--- src/rtl/rng_ctl_pkg.sv ---
package rng_ctl_pkg;
  // control field positions (software decodes these)
  localparam int unsigned CTL_START = 0;
  localparam int unsigned CTL_EN    = 1;
  localparam int unsigned LEN_LO    = 4;

  localparam logic [7:0] ADR_CTL   = 8'h00;
  localparam logic [7:0] ADR_SCNT  = 8'h04;
  localparam logic [7:0] ADR_WORD0 = 8'h10;

  // length code to number of harvested bits
  function automatic int unsigned len_bits(input logic [1:0] code);
    return (32'(code) + 32'd1) * 32'd64;
  endfunction
endpackage

--- src/rtl/rng_ctl_regs.sv ---
module rng_ctl_regs
  import rng_ctl_pkg::*;
#(
  parameter int SCNT_W = 16
) (
  input  logic              clk,
  input  logic              rst,
  input  logic              wr_ctl,
  input  logic              wr_scnt,
  input  logic [31:0]       wdata,
  input  logic              done,
  output logic [15:0]       ctl_q,
  output logic [SCNT_W-1:0] scnt_q,
  output logic              launch,
  output logic [1:0]        launch_len
);
  logic [15:0] mask, merged, nxt;
  logic        busy;

  assign busy = ctl_q[CTL_START];

  always_comb begin
    mask   = wdata[31:16];
    merged = (ctl_q & ~mask) | (wdata[15:0] & mask);
    nxt    = wr_ctl ? merged : ctl_q;
    if (busy)
      // running: start only drops (finish or enable removed)
      nxt[CTL_START] = nxt[CTL_EN] & ~done;
    else
      nxt[CTL_START] = wr_ctl & mask[CTL_START] & wdata[CTL_START] & nxt[CTL_EN];
  end

  assign launch     = ~busy & nxt[CTL_START];
  assign launch_len = nxt[LEN_LO+1:LEN_LO];

  always_ff @(posedge clk) begin
    if (rst) begin
      ctl_q  <= '0;
      scnt_q <= '0;
    end else begin
      ctl_q <= nxt;
      if (wr_scnt) scnt_q <= wdata[SCNT_W-1:0];
    end
  end

  AST_START_NEEDS_EN: assert property (@(posedge clk) disable iff (rst)
    ctl_q[CTL_START] |-> ctl_q[CTL_EN]);
  AST_DONE_DROPS_START: assert property (@(posedge clk) disable iff (rst)
    (busy && done) |=> !ctl_q[CTL_START]);
  AST_UNMASKED_HOLD: assert property (@(posedge clk) disable iff (rst)
    (wr_ctl && wdata[31:18] == '0) |=> $stable(ctl_q[15:2]));
  AST_BUSY_KEEPS_START: assert property (@(posedge clk) disable iff (rst)
    (busy && !done && !(wr_ctl && wdata[16+CTL_EN] && !wdata[CTL_EN])) |=> ctl_q[CTL_START]);
endmodule

--- src/rtl/rng_sampler.sv ---
module rng_sampler
  import rng_ctl_pkg::*;
#(
  parameter int SCNT_W = 16,
  parameter int IDX_W  = 8
) (
  input  logic              clk,
  input  logic              rst,
  input  logic              launch,
  input  logic [1:0]        launch_len,
  input  logic              run,
  input  logic [SCNT_W-1:0] scnt,
  output logic              cap,
  output logic [IDX_W-1:0]  idx,
  output logic              done
);
  logic [SCNT_W-1:0] cnt;
  logic [IDX_W-1:0]  last_q;
  logic              hit;

  // >= keeps the interval safe if software shrinks it mid-harvest
  assign hit  = (cnt >= scnt);
  assign cap  = run & hit;
  assign done = cap & (idx == last_q);

  always_ff @(posedge clk) begin
    if (rst) begin
      cnt    <= '0;
      idx    <= '0;
      last_q <= '0;
    end else if (launch) begin
      cnt    <= '0;
      idx    <= '0;
      last_q <= IDX_W'(len_bits(launch_len) - 32'd1);
    end else if (run) begin
      if (hit) begin
        cnt <= '0;
        idx <= idx + 1'b1;
      end else begin
        cnt <= cnt + 1'b1;
      end
    end
  end

  AST_IDX_IN_RANGE: assert property (@(posedge clk) disable iff (rst)
    run |-> (idx <= last_q));
  AST_CNT_RESTARTS: assert property (@(posedge clk) disable iff (rst)
    cap |=> (cnt == '0));
endmodule

--- src/rtl/rng_out_words.sv ---
module rng_out_words #(
  parameter int DATA_W = 32,
  parameter int NWORDS = 8,
  parameter int IDX_W  = 8,
  parameter int SEL_W  = 3
) (
  input  logic              clk,
  input  logic              rst,
  input  logic              clear,
  input  logic              cap,
  input  logic [IDX_W-1:0]  idx,
  input  logic              noise,
  input  logic [SEL_W-1:0]  sel,
  output logic [DATA_W-1:0] word
);
  localparam int BIT_W = $clog2(DATA_W);

  logic [NWORDS-1:0][DATA_W-1:0] words;

  always_ff @(posedge clk) begin
    if (rst || clear) begin
      words <= '0;
    end else if (cap) begin
      words[idx[IDX_W-1:BIT_W]][idx[BIT_W-1:0]] <= noise;
    end
  end

  assign word = words[sel];

  AST_CLEAR_ON_LAUNCH: assert property (@(posedge clk) disable iff (rst)
    clear |=> (words[NWORDS-1] == '0));
endmodule

--- src/rtl/rng_ctl_engine.sv ---
module rng_ctl_engine
  import rng_ctl_pkg::*;
#(
  parameter int ADDR_W = 8,
  parameter int SCNT_W = 16,
  parameter int NWORDS = 8
) (
  input  logic              clk,
  input  logic              rst,
  input  logic [ADDR_W-1:0] bus_addr,
  input  logic              bus_wr,
  input  logic              bus_rd,
  input  logic [31:0]       bus_wdata,
  output logic [31:0]       bus_rdata,
  input  logic              noise_bit
);
  localparam int DATA_W = 32;
  localparam int TOTAL  = NWORDS * DATA_W;
  localparam int IDX_W  = $clog2(TOTAL);
  localparam int SEL_W  = $clog2(NWORDS);

  logic [15:0]       ctl_q;
  logic [SCNT_W-1:0] scnt_q;
  logic              launch, cap, done;
  logic [1:0]        launch_len;
  logic [IDX_W-1:0]  idx;
  logic [ADDR_W-1:0] woff;
  logic              hit_ctl, hit_scnt, hit_word;
  logic [DATA_W-1:0] word;

  assign hit_ctl  = (bus_addr == ADDR_W'(ADR_CTL));
  assign hit_scnt = (bus_addr == ADDR_W'(ADR_SCNT));
  assign woff     = bus_addr - ADDR_W'(ADR_WORD0);
  assign hit_word = (bus_addr >= ADDR_W'(ADR_WORD0)) &&
                    (woff[ADDR_W-1:SEL_W+2] == '0) && (woff[1:0] == 2'b00);

  rng_ctl_regs #(.SCNT_W(SCNT_W)) u_regs (
    .clk(clk), .rst(rst),
    .wr_ctl(bus_wr && hit_ctl), .wr_scnt(bus_wr && hit_scnt),
    .wdata(bus_wdata), .done(done),
    .ctl_q(ctl_q), .scnt_q(scnt_q),
    .launch(launch), .launch_len(launch_len)
  );

  rng_sampler #(.SCNT_W(SCNT_W), .IDX_W(IDX_W)) u_samp (
    .clk(clk), .rst(rst),
    .launch(launch), .launch_len(launch_len),
    .run(ctl_q[CTL_START]), .scnt(scnt_q),
    .cap(cap), .idx(idx), .done(done)
  );

  rng_out_words #(.DATA_W(DATA_W), .NWORDS(NWORDS), .IDX_W(IDX_W), .SEL_W(SEL_W)) u_words (
    .clk(clk), .rst(rst),
    .clear(launch), .cap(cap), .idx(idx), .noise(noise_bit),
    .sel(woff[SEL_W+1:2]), .word(word)
  );

  always_ff @(posedge clk) begin
    if (rst) begin
      bus_rdata <= '0;
    end else if (bus_rd) begin
      if (hit_ctl)       bus_rdata <= {16'h0000, ctl_q};
      else if (hit_scnt) bus_rdata <= 32'(scnt_q);
      else if (hit_word) bus_rdata <= word;
      else               bus_rdata <= '0;
    end
  end

  AST_RDATA_HOLD: assert property (@(posedge clk) disable iff (rst)
    !bus_rd |=> $stable(bus_rdata));
endmodule

--- config.mk ---
export PLATFORM = sky130hd
export DESIGN_NAME = rng_ctl_engine
export DESIGN_NICKNAME = d
export VERILOG_FILES = /design/src/rtl/rng_ctl_pkg.sv /design/src/rtl/rng_ctl_regs.sv /design/src/rtl/rng_sampler.sv /design/src/rtl/rng_out_words.sv /design/src/rtl/rng_ctl_engine.sv
export SDC_FILE = /design/constraint.sdc
export NUM_CORES = 1
export LEC_CHECK = 0
export ABC_CLOCK_PERIOD_IN_PS = 4000
export BUFFER_PORTS_ARGS = -buffer_cell sky130_fd_sc_hd__buf_2
export CAP_MARGIN = 10
export CORE_ASPECT_RATIO = 1.1
export CORE_MARGIN = 5
export CORE_UTILIZATION = 30
export DETAILED_ROUTE_END_ITERATION = 6
export GPL_TIMING_DRIVEN = 0
export PLACE_DENSITY = 0.45
export SYNTH_ARGS = -nofsm -noshare
export SYNTH_HDL_FRONTEND = slang
export SYNTH_HIERARCHICAL = 1
export SYNTH_SLANG_ARGS = --single-unit
--- constraint.sdc ---
create_clock -name clk -period 4 [get_ports clk]
set_clock_uncertainty 0.15 [all_clocks]
set_input_delay 0.4 -clock clk [delete_from_list [all_inputs] [get_ports clk]]
set_output_delay 0.4 -clock clk [all_outputs]
set_load 0.1 [all_outputs]
==> impl_metrics.toml, run 1 <==
[layout]
finalNetCount = 2055
fin_util_pct = 35.82
antenna_cells = 0
finalInstanceArea_sq_um = 20530
area_growth_pct = 18.46
layout-drive-gt1-share_pct = 18.83

[floorplan]
design.die.area_sq_um = 62690
core_sq_um = 57330
start_util_pct = 30.24
ios = 77
die_w_microns = 239.2
rows = 92
dieHeight_microns = 262.1

[yosys]
synthesis.instances = 1834
synthFlopType = "dfxtp_1"
synth-seq-area-share_pct = 40.08
mappedNetlistArea_sq_um = 17330
yosys.area_share.simple_pct = 20.00
synth-compound-area-share_pct = 4.959
async_flop_share_pct = 0
synth-edff-count = 0
ys_ff_latch = 347
avgSynthCellArea_sq_um = 9.451
synthMuxAreaShare_pct = 26.28
ys_warn_count = 6
synthAdderAreaFrac_pct = 1.444
synth_xor_area_share_pct = 0.9601
synth_top_family_by_area = "multiplexers"
synth.net_count = 1899
synth.distinct_cells = 52

[cts]
cts_max_level = 2
numCtsBuffers = 43
clockBufferDepth = 3
cts.sinks = 347
clk_pin_slew_ns = 0.06
insertion_delay_ns = 0.58
tritoncts = "yes"
root_buffer = "clkbuf_16"

[setup_path]
criticalPathCategory = "reg2reg"
path_buf_inv = 5
end_kind = "flip-flop"
cpMaxStageDelayCell = "or4_1"
cp.arrival_ns = 4.13
cp_slowest_stage_delay_ns = 0.61
r2r_start = "u_regs/scnt_q[13]"
required_ns = 4.29
cp-start-kind = "flip-flop"
crit_chain = "inv_1 -> ha_1 -> nand4_2 -> or4_1 -> o32ai_4 -> o21ai_2 -> buf_2 -> inv_2 -> and4b_1 -> clkbuf_1 -> buf_2 -> nand3_1 -> mux2i_1"
worst-path-max-fanout = 10
crit_family = "simple AND/OR/NAND/NOR gates"
critPathLaunch = "u_regs/scnt_q[13]"
cpMostUsedCell = "buf_2"

[timing]
setup_viol = 0
tns_ns = 0
final_hold_viol_count = 0
rsz0062_at_grt = "false"
max_freq_ghz = 0.2606
maxSlewHeadroom_pct = 22.48
worstMarginPinSlew_ns = 1.159
layout_min_cycle_time_ns = 3.838
final_max_slew_viol_count = 0
period_share_pct = 95.94

[drt]
routed_wl_microns = 62360
drtIter0Drc = 1153
num_vias = 14310
drcViolationCount = 0
wl_per_cell_microns = 22.47
antenna_left = 0
vias_per_cell = 5.156
first_pass_iters = 5

[placed_design]
gp_congestion = 0.8362
dp_hpwl_microns = 43780
placed_area_sq_um = 18640
portBuffers = 73

[grt]
grt_first_pass_wirelength_microns = 93560
antenna_found_initial = 1
overflow = 0
grt_pass1_vias = 14660
grt_max_degree = 15
grt_use_met2_pct = 32.42
top_usage_layer = "met2"
track_usage_pct = 19.47
met3_usage_pct = 2.781
met1_usage_pct = 25.82

[power_and_ir_drop]
power_density_nw_per_um2 = 374.6
p_leak_nw = 8.820
total_power_mw = 7.690
ir_drop_uv = 232.1

[run_status]
outcome = "finished clean"

[hold_path]
hp-start = "bus_addr[1]"
hold_path_class = "in2reg"

[flow_run]
max_cap_viol_count = 0
-- final timing paths --
path                            cells after the start            endpoint  slack [ns]
worst max-delay path                               13  u_words/words[187]        0.16
worst min-delay path                                4        bus_rdata[3]        0.12
worst max register to register                     13  u_words/words[187]        0.16
worst min register to register                      2       bus_rdata[17]        0.30
-- layout by cell type, fill, tap and decap left out, drive strengths merged, types with 3 or more instances in the layout --
cell and n:
dlygate4sd3 40, a21bo 15, ha 20, nand2 290, nor3b 19, o21ai 10
nand2b 20, clkinv 4, mux2 32, nand3 283, nand4 6, or3 6
xnor2 4, or4 20, nor2 48, and4b 4, o41ai 16, xor2 15
a21oi 28, inv 55, a41oi 16, mux2i 275, o31ai 17, and3 4
and3b 3, clkbuf 175, nor4b 3, dfxtp 347, buf 161, mux4 64
-- area by class of cell --
class	count	area, sq um
inverter	52	195.2
sequential	347	6947
fill	5927	36790
clock buffer	69	1294
buffer	193	949.7
tap	752	940.9
timing repair buffer	114	773.2
clock inverter	9	87.58
multi-input combinational	1239	9345
-- worst reg2reg max path: cells and delay by family, from the launching register on --
kind | cells | cell delay (ns)
adders and majority gates | 1 | 0.31
DFF | 1 | 0.39
and+or+nand+nor | 4 | 1.12
AOI/OAI and AO/OA | 2 | 0.49
muxes | 1 | 0.17
buffers and inverters | 5 | 1.08
-- cells in the mapped netlist (15+ instances only) --
library cell  number  share of area (%)
o41ai_1           16               0.81
xor2_1            15               0.76
nor3b_1           16               0.69
nand2b_1          20               0.72
nor2_1            48                1.0
mux2_2            32                2.1
dfxtp_1          347                 40
clkbuf_1         103                2.2
buf_2             67                1.9
nand2_1          290                6.3
mux4_2            64                8.3
mux2i_1          275                 16
inv_1             52                1.1
a21oi_1           28               0.81
or4_1             20               0.87
nand3_1          283                8.2
ha_1              20                1.4
a21bo_2           15               0.87
a41oi_1           16               0.81
-- power breakdown --
group	internal [mW]	switching (mW)	total (mW)
registers	3.46	0.000368	3.46
clock network	2.28	1.59	3.87
logic	0.110	0.257	0.366
total	5.84	1.85	7.69
-- stage by stage --
step / cells / setup slack, ns / hold WS (ns)
after floorplan: 1834 / 0.6389 / 0.2853
after global placement: 2659 / -1.319 / 0.2792
after CTS: 2777 / 0.005518 / 0.09894
final: 2775 / 0.1625 / 0.1244
after global routing: 2775 / 0.005577 / 0.1235
after detailed placement: 2659 / -1.403 / 0.2846
-- per-layer routing --
layer	wire, microns	up-vias
met4	2374	2
met1	28200	7075
met2	29290	329
met3	2477	121
met5	19	-
li1	-	6780
-- logic make-up after synthesis --
kind of cell,count (synthesis)
xor gates and xnor gates,19
AOI/OAI and AO/OA,108
buffers and inverters,248
muxes,371
and+or+nand+nor,721
DFF,347
adders and majority gates,20
-- registers in the layout, indices dropped and copies added, names as in the netlist, named ones only --
register / flops
u_words/words: 256
u_samp/idx: 8
u_samp/last_q: 3
bus_rdata: 32
u_samp/cnt: 16
u_regs/ctl_q: 4
u_regs/scnt_q: 16
-- repair_timing --
item,4_1_cts,5_1_grt
endpoints found under the hold margin,32,0
endpoints found under the setup margin,256,246
gates cloned,0,0
hold buffers,40,0
buffers inserted,1,0
resized for setup,23,36
Power figures use the tool's default switching activity.
==> run 2, diff against run 1 <==
--- a/config.mk
+++ b/config.mk
@@ -5,6 +5,7 @@
 export SDC_FILE = /design/constraint.sdc
 export NUM_CORES = 1
 export LEC_CHECK = 0
+export ABC_AREA = 1
 export ABC_CLOCK_PERIOD_IN_PS = 4000
 export BUFFER_PORTS_ARGS = -buffer_cell sky130_fd_sc_hd__buf_2
 export CAP_MARGIN = 10
==> impl_metrics.toml, run 2 <==
[grt]
grt_pass1_vias = 18360
antenna_found_initial = 0
overflow = 0
grt_first_pass_wirelength_microns = 115200
track_usage_pct = 22.85
grt_max_degree = 17

[hold_path]
hold_path_class = "in2reg"

[drt]
wl_per_cell_microns = 20.45
first_pass_iters = 6
drtIter0Drc = 1673
num_vias = 19390
routed_wl_microns = 77300
vias_per_cell = 5.130
drcViolationCount = 0
antenna_left = 0

[layout]
final_cell_mix = "nand2_1 (622), nor2_1 (607), dfxtp_1 (347)"
regMostFlops = "u_words/words"
reg_top3 = "u_words/words: 256 flops, bus_rdata: 32 flops"
finalNetCount = 3041
layout_commonest_cell = "nand2_1"
finalInstanceArea_sq_um = 21330
antenna_cells = 0
largest_register_ffs = 256
fin_util_pct = 35.62
area_growth_pct = 17.62
layout-drive-gt1-share_pct = 10.49

[cts]
clk_pin_slew_ns = 0.06
root_buffer = "clkbuf_16"
numCtsBuffers = 43
clockBufferDepth = 3
insertion_delay_ns = 0.58
cts.sinks = 347
tritoncts = "yes"
cts_max_level = 2

[setup_path]
end_kind = "flip-flop"
criticalPathCategory = "in2reg"
cp.arrival_ns = 4.17
required_ns = 4.37
worst-path-max-fanout = 10
cp-start-kind = "input pin"

[timing]
period_share_pct = 95.07
layout_min_cycle_time_ns = 3.803
setup_viol = 0
max_freq_ghz = 0.2630
worstMarginPinSlew_ns = 1.010
rsz0062_at_grt = "false"
final_hold_viol_count = 0
tns_ns = 0
maxSlewHeadroom_pct = 32.58
final_max_slew_viol_count = 0
whs_ns = 0.05961

[power_and_ir_drop]
power_density_nw_per_um2 = 382.6
total_power_mw = 8.160
ir_drop_uv = 265.8
p_leak_nw = 8.953

[floorplan]
rows = 94
design.die.area_sq_um = 65460
dieHeight_microns = 267.8
ios = 77
core_sq_um = 59860
start_util_pct = 30.29
die_w_microns = 244.4

[yosys]
ys_warn_count = 6
ys_ff_latch = 347
synth-seq-area-share_pct = 38.31
synth.distinct_cells = 40
async_flop_share_pct = 0
avgSynthCellArea_sq_um = 6.434
synth_top_area_share_pct = 38.31
yosys-top-cells-count = "nand2_1 (622), nor2_1 (608), dfxtp_1 (347)"
mappedNetlistArea_sq_um = 18130
ys_top_cells_by_area = "dfxtp_1 (38%), nand2_1 (13%), nor2_1 (13%)"
synth.net_count = 2883
synthesis.instances = 2818
synth-edff-count = 0
synth.most_common_cell = "nand2_1"
synthFlopType = "dfxtp_1"
yosys.area.top_type = "dfxtp_1"

[run_status]
outcome = "finished clean"

[placed_design]
gp_congestion = 0.9053
portBuffers = 76
placed_area_sq_um = 19470
dp_hpwl_microns = 55050

[flow_run]
max_cap_viol_count = 0
## run 2: worst max-delay path, cell delays in order
cell	delay, ns
buf_2	0.09
inv_1	0.14
ha_1	0.22
nand2_4	0.11
nor3_1	0.64
buf_4	0.33
nand3_1	0.12
nand2_1	0.08
nor2_1	0.09
nor2_1	0.43
clkbuf_1	0.65
clkbuf_1	0.62
nand2_1	0.13
nor2_1	0.11
## run 2: cell type report
type | instances | area, sq um
fillers | 6580 | 38540
multi-input cells | 2128 | 9632
flip-flops and latches | 347 | 6947
clock buffers | 70 | 1410
plain buffers | 216 | 1085
well taps | 768 | 960.9
repair buffers | 113 | 750.7
inverters | 127 | 476.7
clock inverters | 10 | 65.06
## run 2: repair_timing
item	CTS	global route
gates resized for setup	0	9
hold buffers	37	0
hold endpoints to repair	28	0
endpoints found under the setup margin	0	36
buffers inserted	0	0
## run 2: worst paths after layout
check	startpoint	endpoint	slack, ns	cells after the start
setup reg to reg	u_regs/scnt_q[15]	u_words/words[118]	0.28	13
setup / recovery	bus_addr[4]	u_words/words[14]	0.20	14
hold / removal	bus_wdata[16]	u_regs/ctl_q[0]	0.06	5
hold reg to reg	flip-flop	flip-flop	0.31	2
## run 2: routing by layer
layer | up-vias | wire, microns | GRT usage [%]
li1 | 9409 | - | -
met1 | 9140 | 34240 | 30.58
met2 | 703 | 35360 | 38.37
met3 | 133 | 5576 | 3.959
met4 | 0 | 2119 | 6.192
met5 | - | 0 | 0
## run 2: cell families (layout without fill, tap and decap cells)
group	Yosys count	after routing	synth area share, %
AO/OA/AOI/OAI	500	500	14.37
XOR/XNOR	12	12	0.5797
AND/OR/NAND/NOR	1596	1596	36.78
buffers and inverters	343	536	8.578
flip-flops	347	347	38.31
adder cells (fa/ha/maj)	20	20	1.380
## run 2: through the flow
| step | worst slack [ns] | std cells |
|---|---|---|
| 2_1_floorplan | 1.310 | 2818 |
| 3_3_place_gp | -0.5104 | 3662 |
| 3_5_place_dp | -0.5630 | 3662 |
| 4_1_cts | 0.05078 | 3779 |
| 5_1_grt | 0.03724 | 3779 |
| 6_report | 0.1971 | 3779 |
## run 2: where the power goes
part	switching (mW)	internal [mW]
clock	1.63	2.41
sequential	0.00131	3.46
combinational	0.492	0.169
